**src/rtl/ccp_pkg.sv**
```systemverilog
package ccp_pkg;
    typedef enum logic [1:0] {
        ST_IDLE   = 2'd0,
        ST_WANT_C = 2'd1,
        ST_WANT_Y = 2'd2
    } phase_e;
endpackage

```
**src/rtl/ccp_phase_fsm.sv**
```systemverilog
module ccp_phase_fsm
    import ccp_pkg::*;
(
    input  logic clk,
    input  logic rst,
    input  logic act_i,
    output logic take_c,
    output logic take_y,
    output logic csel_o
);
    phase_e state_q, state_d;
    logic   csel_q;

    // state register
    always_ff @(posedge clk) begin
        if (rst) state_q <= ST_IDLE;
        else     state_q <= state_d;
    end

    // next state and strobes
    always_comb begin
        state_d = state_q;
        take_c  = 1'b0;
        take_y  = 1'b0;
        unique case (state_q)
            ST_IDLE: begin
                if (act_i) begin
                    take_c  = 1'b1;
                    state_d = ST_WANT_Y;
                end
            end
            ST_WANT_C: begin
                if (act_i) begin
                    take_c  = 1'b1;
                    state_d = ST_WANT_Y;
                end else begin
                    state_d = ST_IDLE;
                end
            end
            ST_WANT_Y: begin
                if (act_i) begin
                    take_y  = 1'b1;
                    state_d = ST_WANT_C;
                end else begin
                    state_d = ST_IDLE;
                end
            end
            default: state_d = ST_IDLE;
        endcase
    end

    // Cb/Cr toggle: cleared outside active video, flips per finished pair
    always_ff @(posedge clk) begin
        if (rst || !act_i) csel_q <= 1'b0;
        else if (take_y)   csel_q <= ~csel_q;
    end

    assign csel_o = csel_q;

    // a line always begins in idle with the toggle on Cb
    a_r4_line_starts_cb: assert property (@(posedge clk) disable iff (rst)
        $rose(act_i) |-> (state_q == ST_IDLE && csel_q == 1'b0));

    // each completed pair flips the chroma select
    a_r5_sel_toggles: assert property (@(posedge clk) disable iff (rst)
        (take_y && act_i) |=> (csel_q != $past(csel_q)));

    // losing active video with a half pair returns to idle
    a_r7_odd_discard: assert property (@(posedge clk) disable iff (rst)
        (state_q == ST_WANT_Y && !act_i) |=> (state_q == ST_IDLE));
endmodule

```
**src/rtl/ccp_word_asm.sv**
```systemverilog
module ccp_word_asm #(
    parameter int BYTE_W = 8
) (
    input  logic                  clk,
    input  logic                  rst,
    input  logic [BYTE_W-1:0]     byte_i,
    input  logic                  take_c,
    input  logic                  take_y,
    input  logic                  csel_i,
    output logic [2*BYTE_W-1:0]   word_o,
    output logic                  stb_o,
    output logic                  sel_o
);
    logic [BYTE_W-1:0] chroma_hold;
    logic [BYTE_W-1:0] pair_c, pair_y;
    logic              pair_vld, pair_sel;

    // stage 1: hold chroma, capture the finished pair
    always_ff @(posedge clk) begin
        if (rst) begin
            chroma_hold <= '0;
            pair_c      <= '0;
            pair_y      <= '0;
            pair_vld    <= 1'b0;
            pair_sel    <= 1'b0;
        end else begin
            pair_vld <= take_y;
            if (take_c) chroma_hold <= byte_i;
            if (take_y) begin
                pair_c   <= chroma_hold;
                pair_y   <= byte_i;
                pair_sel <= csel_i;
            end
        end
    end

    // stage 2: output register, loaded only with a valid pair
    always_ff @(posedge clk) begin
        if (rst) begin
            word_o <= '0;
            stb_o  <= 1'b0;
            sel_o  <= 1'b0;
        end else begin
            stb_o <= pair_vld;
            if (pair_vld) begin
                word_o <= {pair_c, pair_y};
                sel_o  <= pair_sel;
            end
        end
    end

    // the luma half of the word is the byte captured at the pair edge
    a_r2_luma_low_half: assert property (@(posedge clk) disable iff (rst)
        pair_vld |=> (stb_o && word_o[BYTE_W-1:0] == $past(pair_y)
                      && word_o[2*BYTE_W-1:BYTE_W] == $past(pair_c)));
endmodule

```
**src/rtl/ccp_delay_line.sv**
```systemverilog
module ccp_delay_line #(
    parameter int WIDTH = 3,
    parameter int DEPTH = 2
) (
    input  logic             clk,
    input  logic             rst,
    input  logic [WIDTH-1:0] d_i,
    output logic [WIDTH-1:0] q_o
);
    logic [WIDTH-1:0] stg [DEPTH];

    genvar g;
    generate
        for (g = 0; g < DEPTH; g++) begin : g_stage
            always_ff @(posedge clk) begin
                if (rst)         stg[g] <= '0;
                else if (g == 0) stg[g] <= d_i;
                else             stg[g] <= stg[(g == 0) ? 0 : g-1];
            end
        end
    endgenerate

    assign q_o = stg[DEPTH-1];
endmodule

```
**src/rtl/ycc422_byte_deinterleaver.sv**
```systemverilog
module ycc422_byte_deinterleaver #(
    parameter int BYTE_W = 8
) (
    input  logic                clk,
    input  logic                rst,
    input  logic [BYTE_W-1:0]   vid_byte,
    input  logic                vid_active,
    input  logic                vid_vsync,
    input  logic                vid_field,
    output logic [2*BYTE_W-1:0] pix_word,
    output logic                pix_stb,
    output logic                pix_cr_sel,
    output logic                pix_active,
    output logic                pix_vsync,
    output logic                pix_field
);
    localparam int PIPE_LAT = 2;
    localparam int SIDE_W   = 3;

    logic take_c, take_y, csel;
    logic [SIDE_W-1:0] side_q;

    ccp_phase_fsm u_fsm (
        .clk    (clk),
        .rst    (rst),
        .act_i  (vid_active),
        .take_c (take_c),
        .take_y (take_y),
        .csel_o (csel)
    );

    ccp_word_asm #(.BYTE_W(BYTE_W)) u_asm (
        .clk    (clk),
        .rst    (rst),
        .byte_i (vid_byte),
        .take_c (take_c),
        .take_y (take_y),
        .csel_i (csel),
        .word_o (pix_word),
        .stb_o  (pix_stb),
        .sel_o  (pix_cr_sel)
    );

    ccp_delay_line #(.WIDTH(SIDE_W), .DEPTH(PIPE_LAT)) u_side (
        .clk (clk),
        .rst (rst),
        .d_i ({vid_active, vid_vsync, vid_field}),
        .q_o (side_q)
    );

    assign {pix_active, pix_vsync, pix_field} = side_q;

    // words come at most every second byte clock
    a_r3_no_back_to_back: assert property (@(posedge clk) disable iff (rst)
        pix_stb |=> !pix_stb);

    // a strobe only inside the delayed active window
    a_r6_stb_in_active: assert property (@(posedge clk) disable iff (rst)
        pix_stb |-> pix_active);
endmodule

```
**config.mk**
```make
export PLATFORM = sky130hd
export DESIGN_NAME = ycc422_byte_deinterleaver
export DESIGN_NICKNAME = d
export VERILOG_FILES = /design/src/rtl/ccp_pkg.sv /design/src/rtl/ccp_phase_fsm.sv /design/src/rtl/ccp_word_asm.sv /design/src/rtl/ccp_delay_line.sv /design/src/rtl/ycc422_byte_deinterleaver.sv
export SDC_FILE = /design/constraint.sdc
export NUM_CORES = 1
export LEC_CHECK = 0
export BUFFER_PORTS_ARGS = -buffer_cell sky130_fd_sc_hd__buf_2
export CORE_MARGIN = 3
export CORE_UTILIZATION = 35
export CTS_CLUSTER_DIAMETER = 50
export DETAILED_ROUTE_END_ITERATION = 6
export GPL_TIMING_DRIVEN = 1
export SYNTH_ARGS = -nofsm -noshare
export SYNTH_HDL_FRONTEND = slang
export SYNTH_SLANG_ARGS = --single-unit
export TNS_END_PERCENT = 50
```
**constraint.sdc**
```tcl
create_clock -name clk -period 1 [get_ports clk]
set_input_delay 0.15 -clock clk [delete_from_list [all_inputs] [get_ports clk]]
set_output_delay 0.15 -clock clk [all_outputs]
set_load 0.05 [all_outputs]
```
==> qor.yml, run 1 <==
r2r_start: "u_fsm.state_q[0]"
root_buffer: "clkbuf_8"
fin_crit_ns: 0.9947
min_path_cells: 2
antenna_cells: 0
die_x_um: 78.72
power_mw: 4.150
antenna_found_initial: 0
relSlewSlack_pct: 86.08
ant_nets: 0
ios: 34
worst_pin_slew_ns: 0.2083
synth_adder_area_share_pct: 0
drv_cap: 0
wl_um: 3448
grt_usage_pct: 12.04
cp.required_ns: 1.24
drive_above_1_share_pct: 39.13
wl_met3_um: 145
vias: 1328
h-tree-depth: 2
dr_wl_met2_um: 1596
fin_crit_sh_pct: 99.47
crit_type: "register to register"
wl_per_cell_um: 11.61
clockBufferDepth: 2
fmaxAchievable_mhz: 1005
core.rowCount: 25
route.detailed.drc: 0
nets: 242
wl_met1_um: 1681
cp-end-kind: "register"
clk_latency_ns: 0.30
powerDensity_nw_per_um2: 1707
synth_xor_area_share_pct: 0.4733
synth.avg_cell_area_um2: 9.689
syn_inst: 191
start_util_pct: 37.68
r2r_end: "u_asm.pair_y[2]"
syn_nets: 204
synth-compound-area-share_pct: 8.790
cts_tree: "yes"
gp_congestion: 0.7111
syn_area_um2: 1851
clkPwrFrac_pct: 40.9
fin_cells: 297
grt_pass1_vias: 1350
via_per_inst: 4.471
critPathArrivalTime_ns: 1.24
fin_skew_ns: 0.005797
p_leak_nw: 0.9213
area.growth.synth_to_final_pct: 31.37
p_sw_mw: 0.8711
dpl-instance-area_um2: 2108
status: "completed"
die_h_um: 78.72
slew_violations: 0
power_frac_seq_pct: 52.6
finalSetupTns_ns: 0
yosysSeqAreaShare_pct: 57.34
synth.distinct_cells: 20
synth_top_family_by_area: "simple AND/OR/NAND/NOR gates"
whs_endpoint: "u_side.stg[0][1]"
synthSimpleGateAreaFrac_pct: 19.68
synthMuxAreaShare_pct: 9.195
die_area_um2: 6196
hold_buffers: 0
comb_power_share_pct: 6.5
rsz0062_at_grt: "yes"
top_layer: "met4"
clkTransAtPathRegs_ns: 0.10
grt_pass1_wl_um: 5871
drt_iter0_drc: 53
r2r_setup_slack_ns: 0.005
report.final.setup_viol: 0
dp_hpwl_um: 2348
internal_power_mw: 3.279
swShare_pct: 20.99
dp.cells: 288
place.port_buffers: 33
vdd_drop_max_v: 0.001009
overflow: 0
fp.coreArea_um2: 4911
dr.pass1.iters: 4
holdCritStartpoint: "vid_vsync"
grt_max_degree: 28
crit_path_start_kind: "register"
ys_seq_elements: 53
finalHoldViolCount: 0
postLayoutCellArea_um2: 2431
yosys_warnings: 0
reg2reg_depth: 4
worstHoldPathType: "input pin to register"
cts_buffers: 5
cts.sinks: 53
cp_max_fo: 8
timing.hold.ws_ns: 0.05570
cell type report:
| type | instances | area [um^2] |
|---|---|---|
| Timing Repair Buffer | 43 | 396.6 |
| Fill cell | 464 | 2480 |
| Multi-Input combinational cell | 126 | 725.7 |
| Clock inverter | 3 | 68.82 |
| Sequential cell | 53 | 1087 |
| Tap cell | 67 | 83.83 |
| Clock buffer | 5 | 68.82 |
worst max-delay path: stages (launching register included):
cell and delay, ns:
dfxtp_2 0.34, and3b_2 0.27, buf_6 0.14, nand2_1 0.08
a21oi_2 0.11
sequential cells by signal, indices dropped and copies added (netlist names):
name and cells:
u_asm.stb_o 1, u_asm.chroma_hold 8, u_fsm.state_q 2, u_fsm.csel_o 1, u_asm.pair_y 8, u_asm.pair_vld 1, u_asm.pair_sel 1, u_asm.pair_c 8
u_asm.sel_o 1, u_asm.word_o 16, u_side.stg 6
per-layer routing:
metal	vias to the layer above	global-route usage [%]
li1	685	-
met1	613	15.12
met2	28	19.27
met3	2	3.855
met4	0	4.545
met5	-	0
kinds of logic after synthesis:
kind of cell	count (synthesis)
and+or+nand+nor	83
DFF	53
AOI/OAI and AO/OA	25
muxes	17
buffers and inverters	12
xor gates and xnor gates	1
metrics by stage:
step | setup WS (ns) | util, %
2_1_floorplan | -0.0008305 | -
3_3_place_gp | 0.01503 | 42.93
3_5_place_dp | -0.02652 | 42.93
4_1_cts | 0.004139 | 48.10
5_1_grt | -0.04531 | 49.50
6_report | 0.005270 | 49.50
synthesized netlist by cell type:
library cell,n,area share (%)
and2b_1,1,0.41
clkbuf_1,1,0.20
a21oi_2,10,4.7
nor2b_1,9,3.0
and3b_1,1,0.47
nand3b_2,1,0.61
mux2i_1,17,9.2
nand2_2,2,0.68
buf_1,1,0.20
xnor2_1,1,0.47
buf_12,1,1.1
nor2_1,18,3.7
buf_6,1,0.61
or2b_1,1,0.41
a21oi_1,15,4.1
dfxtp_1,53,57
and2_1,2,0.68
buf_2,6,1.6
buf_4,2,0.81
nand2_1,48,9.7
power groups by stage:
stage          Combinational [mW]  Clock [mW]  Sequential [mW]
4_1_cts                     0.261        1.74             2.18
5_1_grt                     0.295        1.83             2.19
3_5_place_dp                0.252           0             2.23
2_1_floorplan               0.147           0             2.25
6_report                    0.268        1.70             2.18
3_3_place_gp                0.251           0             2.23
worst max path at each step:
stage | start | end | slack (ns) | cells past startpoint
after floorplan | u_fsm.state_q[0] | u_asm.pair_y[5] | -0.0008 | 4
after global placement | u_fsm.state_q[1] | u_asm.chroma_hold[6] | 0.02 | 3
after detailed placement | u_fsm.state_q[1] | u_asm.pair_y[2] | -0.03 | 4
after CTS | u_asm.word_o[4] | pix_word[4] | 0.004 | 1
after global routing | u_fsm.state_q[0] | u_asm.pair_c[4] | -0.05 | 4
final | u_fsm.state_q[0] | u_asm.pair_y[2] | 0.005 | 4
cell usage in the layout (no fill, tap or decap), drive strengths merged:
master	count
xnor2	1
and2	2
or2b	1
inv	1
buf	43
a21oi	25
and3b	1
dfxtp	53
nor2b	9
nand2	50
and2b	1
nand3b	1
mux2i	17
bufinv	2
nor2	18
clkbuf	5
timing repair:
| action | in CTS | in global routing |
|---|---|---|
| gates cloned | 0 | 0 |
| endpoints found under the setup margin | 41 | 46 |
| gates resized for setup | 40 | 30 |
| pin swaps | 0 | 1 |
| buffers inserted | 0 | 1 |
No activity file was read; power rests on OpenSTA's default activity.
==> run 2: changes to the inputs <==
REMOVE_ABC_BUFFERS = 1   (was not set)
==> run 2 against run 1 <==
  * Fmax increased by 3.0%
  * Wire length decreased by 3.1%
  * Worst setup slack improved by 0.029 ns
  * Cell count decreased by 0.34%
  * Non-clock buffer count decreased by 1
  * Combinational power decreased by 5%
  * Worst hold slack got worse by 0.0035 ns
  * Global-route usage decreased by 0.28 points
  * First-iteration DRC count decreased by 13%
  * Via count decreased by 1.2%
  * Critical endpoint unchanged
  * Largest cell class unchanged
  * Largest power group unchanged
==> qor.yml, run 2 (synthesized netlist as in run 1, its figures left out) <==
vdd_drop_max_v: 0.001147  # was 0.001009 V
cp_max_fo: 6  # was 8
start_util_pct: 37.68  # unchanged
crit_slowest_cell: "dfxtp_2"  # unchanged
die_x_um: 78.72  # unchanged
final_common_cell: "nand2_1"  # unchanged
fin_crit_ns: 0.9657  # was 0.9947 ns
crit_family: "flip-flops"  # was simple AND/OR/NAND/NOR gates
slowest_delay_ns: 0.37  # was 0.34 ns
route.detailed.drc: 0  # unchanged
hold_buffers: 0  # unchanged
top_register: "u_asm.word_o"  # unchanged
grt_usage_pct: 11.76  # was 12.04%
ant_nets: 0  # unchanged
crit_path_start_kind: "register"  # unchanged
dp.cells: 288  # unchanged
fin_skew_ns: 0.006623  # was 0.005797 ns
regArea_um2: 1081  # was 1087 um^2
area.growth.synth_to_final_pct: 27.92  # was 31.37%
clk_latency_ns: 0.30  # about the same
via_per_inst: 4.432  # was 4.471
crit_start: "u_fsm.state_q[1]"  # was u_fsm.state_q[0]
cp-end-kind: "register"  # unchanged
crit_type: "register to register"  # unchanged
report.final.setup_viol: 0  # unchanged
r2r_setup_slack_ns: 0.03  # was 0.005 ns
multi_input_comb_area_um2: 718.2  # was 725.7 um^2
critPathArrivalTime_ns: 1.20  # was 1.24 ns
fin_cells: 296  # was 297
grt_pass1_wl_um: 5809  # was 5871 um
cts_tree: "yes"  # unchanged
groute.layer.met2.usage_pct: 18.85  # was 19.27%
core.rowCount: 25  # unchanged
final_cell_mix: "nand2_1, dfxtp_1, buf_6"  # unchanged
clockBufferDepth: 2  # unchanged
die_area_um2: 6196  # unchanged
fin_crit_sh_pct: 96.57  # was 99.47%
overflow: 0  # unchanged
grt_pass1_vias: 1282  # was 1350
grt_max_degree: 29  # was 28
slew_violations: 0  # unchanged
worst_pin_slew_ns: 0.2154  # was 0.2083 ns
grt_use_met3_pct: 3.741  # was 3.855%
dp_hpwl_um: 2323  # was 2348 um
busiest_layer: "met2"  # unchanged
cp.depth: 4  # unchanged
wl_um: 3340  # was 3448 um
antenna_cells: 0  # unchanged
fmaxAchievable_mhz: 1036  # was 1005 MHz
status: "completed"  # unchanged
p_leak_nw: 0.8921  # was 0.9213 nW
drt_iter0_drc: 46  # was 53
die_h_um: 78.72  # unchanged
relSlewSlack_pct: 85.61  # was 86.08%
antenna_found_initial: 0  # unchanged
cts.sinks: 53  # unchanged
cp_cell_sequence: "and3b_1 -> buf_4 -> nand2_1 -> a21oi_2"  # was and3b_2 -> buf_6 -> nand2_1 -> a21oi_2
drive_above_1_share_pct: 36.24  # was 39.13%
cts_buffers: 5  # unchanged
gp_congestion: 0.7505  # was 0.7111
fp.coreArea_um2: 4911  # unchanged
root_buffer: "clkbuf_8"  # unchanged
finalHoldViolCount: 0  # unchanged
cp.required_ns: 1.24  # about the same
h-tree-depth: 2  # unchanged
fillCellCount: 487  # was 464
powerDensity_nw_per_um2: 1638  # was 1707 nW/um^2
wl_per_cell_um: 11.28  # was 11.61 um
met1_usage_pct: 15.29  # was 15.12%
drv_cap: 0  # unchanged
worstHoldPathType: "input pin to register"  # unchanged
clkTransAtPathRegs_ns: 0.10  # about the same
dr.pass1.iters: 3  # was 4
nets: 241  # was 242
place.port_buffers: 33  # unchanged
path_buf_inv: 1  # unchanged
final_core_util_pct: 48.20  # was 49.50%
cp-endpoint: "u_asm.pair_y[2]"  # unchanged
largest_reg_flops: 16  # unchanged
vias: 1312  # was 1328
ios: 34  # unchanged
rsz0062_at_grt: "yes"  # unchanged
postCtsSetupBuffers: 0  # unchanged
reg2reg_depth: 4  # unchanged
r2r_start: "u_fsm.state_q[1]"  # was u_fsm.state_q[0]
r2r_end: "u_asm.pair_y[2]"  # unchanged
[run 2: cell types whose count changed in the layout (fill, tap and decap cells not counted), moves of 2 or more]
cell | previous run | this run
dfxtp_1 | 34 | 37
buf_4 | 8 | 10
buf_6 | 21 | 19
dfxtp_2 | 18 | 16
[run 2: repair_timing]
item	in CTS	in global routing
resized for setup	33	27
endpoints found under the hold margin	0	0
pin swaps	0	0
gates cloned	0	0
endpoints found under the setup margin	34	42
[run 2: worst min path at each step]
stage / from / end / slack, ns / cells after the start
2_1_floorplan: rst / u_asm.pair_c[4] / 0.21 / 1
3_3_place_gp: vid_vsync / u_side.stg[0][1] / 0.36 / 2
3_5_place_dp: vid_field / u_side.stg[0][0] / 0.37 / 2
4_1_cts: vid_field / u_side.stg[0][0] / 0.04 / 2
5_1_grt: vid_field / u_side.stg[0][0] / 0.07 / 2
6_report: vid_field / u_side.stg[0][0] / 0.05 / 2
[run 2: cell type report]
type,count,area share (%)
flip-flops and latches,53,45.67
repair buffers,42,15.59
multi-input cells,126,30.34
clock inverters,3,1.956
clock buffers,5,2.907
well taps,67,3.541
[run 2: routing by layer]
| metal | vias up | wire length, um |
|---|---|---|
| li1 | 684 | - |
| met1 | 603 | 1633 |
| met2 | 23 | 1521 |
| met3 | 2 | 169 |
| met4 | 0 | 15 |
| met5 | - | 0 |
[run 2: worst reg2reg max path, cell delays in order (launching register included)]
cell	delay [ns]
dfxtp_2	0.37
and3b_1	0.20
buf_4	0.16
nand2_1	0.07
a21oi_2	0.11
[run 2: per-stage QoR]
step | cell area [um^2] | setup WS (ns) | hold slack (ns) | setup TNS, ns | power (mW)
5_1_grt | 2367 | -0.03918 | 0.06530 | -0.3609 | 4.032
6_report | 2367 | 0.03431 | 0.05218 | 0 | 3.878
4_1_cts | 2303 | 0.0009223 | 0.04216 | 0 | 3.925
3_3_place_gp | 2096 | 0.03073 | 0.3572 | 0 | 2.477
2_1_floorplan | 1767 | -0.2153 | 0.2124 | -5.095 | 2.350
3_5_place_dp | 2096 | 0.003230 | 0.3681 | 0 | 2.479
[run 2: power by group]
| part | internal, mW | switching [mW] | leakage [nW] |
|---|---|---|---|
| Combinational | 0.103 | 0.151 | 0.399 |
| Clock | 0.750 | 0.690 | 0.0543 |
| Sequential | 2.16 | 0.0241 | 0.439 |
| Total | 3.01 | 0.865 | 0.892 |
==> run 3: changes to the inputs <==
CORE_UTILIZATION = 30   (was 35)
clock period = 0.9 ns   (was 1 ns; I/O delays follow)
==> run 3 against run 2 <==
  * The flow now finishes with violations (negative setup slack)
  * Sequential power rose by 11%
  * Worst setup slack got worse by 0.13 ns
  * Clock skew fell by 0.0029 ns
==> qor.yml, run 3 (synthesized netlist as in run 1, its figures left out) <==
worst_pin_slew_ns: 0.2607  # was 0.2154 ns
slew_violations: 0  # unchanged
finalHoldViolCount: 0  # unchanged
drive_above_1_share_pct: 43.97  # was 36.24%
drv_cap: 0  # unchanged
crit_type: "register to register"  # unchanged
timing.hold.ws_ns: 0.04759  # was 0.05218 ns
report.final.setup_viol: 46  # was 0
p_sw_mw: 0.9255  # was 0.8648 mW
route.detailed.drc: 0  # unchanged
nets: 245  # was 241
grt_max_degree: 27  # was 29
dp_hpwl_um: 2437  # was 2323 um
busiest_layer: "met2"  # unchanged
fillCellCount: 573  # was 487
p_leak_nw: 0.9438  # was 0.8921 nW
grt_pass1_vias: 1349  # was 1282
cp.required_ns: 1.13  # was 1.24 ns
ant_nets: 0  # unchanged
multi_input_comb_area_um2: 747.0  # was 718.2 um^2
die_h_um: 84.54  # was 78.72 um
grt_pass1_wl_um: 5975  # was 5809 um
critPathArrivalTime_ns: 1.23  # was 1.20 ns
grt_usage_pct: 10.21  # was 11.76%
ios: 34  # unchanged
regArea_um2: 1092  # was 1081 um^2
final_common_cell: "nand2_1"  # unchanged
die_x_um: 84.54  # was 78.72 um
dr.pass1.iters: 4  # was 3
fp.coreArea_um2: 5743  # was 4911 um^2
power_mw: 4.269  # was 3.878 mW
internal_power_mw: 3.343  # was 3.013 mW
overflow: 0  # unchanged
place.port_buffers: 33  # unchanged
h-tree-depth: 2  # unchanged
antenna_found_initial: 0  # unchanged
rsz0062_at_grt: "yes"  # unchanged
setup_ws_ns: -0.09232  # was 0.03431 ns
fin_skew_ns: 0.003724  # was 0.006623 ns
clkTransAtPathRegs_ns: 0.09  # was 0.10 ns
core.rowCount: 27  # was 25
cts_tree: "yes"  # unchanged
met1_usage_pct: 12.81  # was 15.29%
powerDensity_nw_per_um2: 1692  # was 1638 nW/um^2
fmaxAchievable_mhz: 1008  # was 1036 MHz
antenna_cells: 0  # unchanged
power_frac_seq_pct: 56.9  # was 56.3%
cts.sinks: 53  # unchanged
clkPwrFrac_pct: 35.8  # was 37.1%
violations: "negative setup slack"
clockBufferDepth: 2  # unchanged
final_cell_mix: "nand2_1, dfxtp_1, dfxtp_2"  # was nand2_1, dfxtp_1, buf_6
cts_buffers: 5  # unchanged
cp_max_fo: 5  # was 6
root_buffer: "clkbuf_8"  # unchanged
wl_per_cell_um: 11.85  # was 11.28 um
fin_crit_ns: 0.9923  # was 0.9657 ns
vias: 1309  # was 1312
swShare_pct: 21.68  # was 22.30%
relSlewSlack_pct: 82.62  # was 85.61%
cp-end-kind: "register"  # unchanged
drt_iter0_drc: 53  # was 46
area.growth.synth_to_final_pct: 36.31  # was 27.92%
wl_um: 3602  # was 3340 um
comb_power_share_pct: 7.3  # was 6.5%
start_util_pct: 32.22  # was 37.68%
die_area_um2: 7147  # was 6196 um^2
via_per_inst: 4.306  # was 4.432
worstHoldPathType: "input pin to register"  # unchanged
largest_reg_flops: 16  # unchanged
gp_congestion: 0.7084  # was 0.7505
vdd_drop_max_v: 0.0006330  # was 0.001147 V
fin_crit_sh_pct: 110.3  # was 96.57%
grt_use_met3_pct: 4.318  # was 3.741%
finalSetupTns_ns: -1.659  # was 0 ns
clk_latency_ns: 0.30  # about the same
top_register: "u_asm.word_o"  # unchanged
crit_path_start_kind: "register"  # unchanged
status: "finished with violations"  # was completed
groute.layer.met2.usage_pct: 16.44  # was 18.85%
-- run 3: cell types whose count changed in the layout (fill, tap and decap cells not counted), sizes merged --
cell	change
clkinvlp	-1
buf	+4
-- run 3: routing by layer --
| metal | vias up | part of all wire (%) |
|---|---|---|
| li1 | 696 | - |
| met1 | 588 | 48 |
| met2 | 23 | 46 |
| met3 | 2 | 5.6 |
| met4 | 0 | 0.64 |
| met5 | - | 0 |
-- run 3: path summary, 6_finish.rpt --
| path | slack [ns] | cells past startpoint | startpoint | end |
|---|---|---|---|---|
| hold reg to reg | 0.44 | 1 | u_side.stg[0][0] | u_side.stg[1][0] |
| setup / recovery | -0.09 | 4 | u_fsm.state_q[0] | u_asm.pair_c[0] |
| setup reg to reg | -0.09 | 4 | u_fsm.state_q[0] | u_asm.pair_c[0] |
| hold / removal | 0.05 | 2 | vid_field | u_side.stg[0][0] |
-- run 3: final cells by class --
cell class,instances,area share (%)
Multi-Input combinational cell,126,29.61
Clock buffer,5,2.728
Clock inverter,2,1.389
Tap cell,72,3.571
Timing Repair Buffer,46,19.39
Sequential cell,53,43.30
-- run 3: repair_timing --
action                                 4_1_cts  5_1_grt
hold buffers                                 0        0
setup endpoints to repair                   61       61
buffers inserted                             2        0
pin swaps                                    1        1
endpoints found under the hold margin        0        0
gates cloned                                 0        1
gates resized for setup                     82       21
-- run 3: stage by stage --
stage / cells / worst slack, ns / instance area, um^2 / util, %
finish: 304 / -0.09232 / 2522 / 43.92
detailed placement: 294 / -0.1115 / 2110 / 36.73
CTS: 303 / -0.08624 / 2444 / 42.55
floorplan: 179 / -0.3153 / 1767 / -
global placement: 294 / -0.05966 / 2110 / 36.73
global route: 304 / -0.1576 / 2522 / 43.92
-- run 3: worst max-delay path, stage by stage (launching register included) --
cell     delay, ns
dfxtp_1       0.32
and3b_2       0.27
buf_6         0.13
nand2_1       0.08
a21oi_2       0.12
-- run 3: power by group through the flow --
stage | clock network [mW] | logic (mW) | registers, mW
floorplan | 0 | 0.104 | 2.51
global placement | 0 | 0.270 | 2.48
detailed placement | 0 | 0.274 | 2.48
CTS | 1.58 | 0.296 | 2.43
global route | 1.67 | 0.342 | 2.44
finish | 1.53 | 0.313 | 2.43
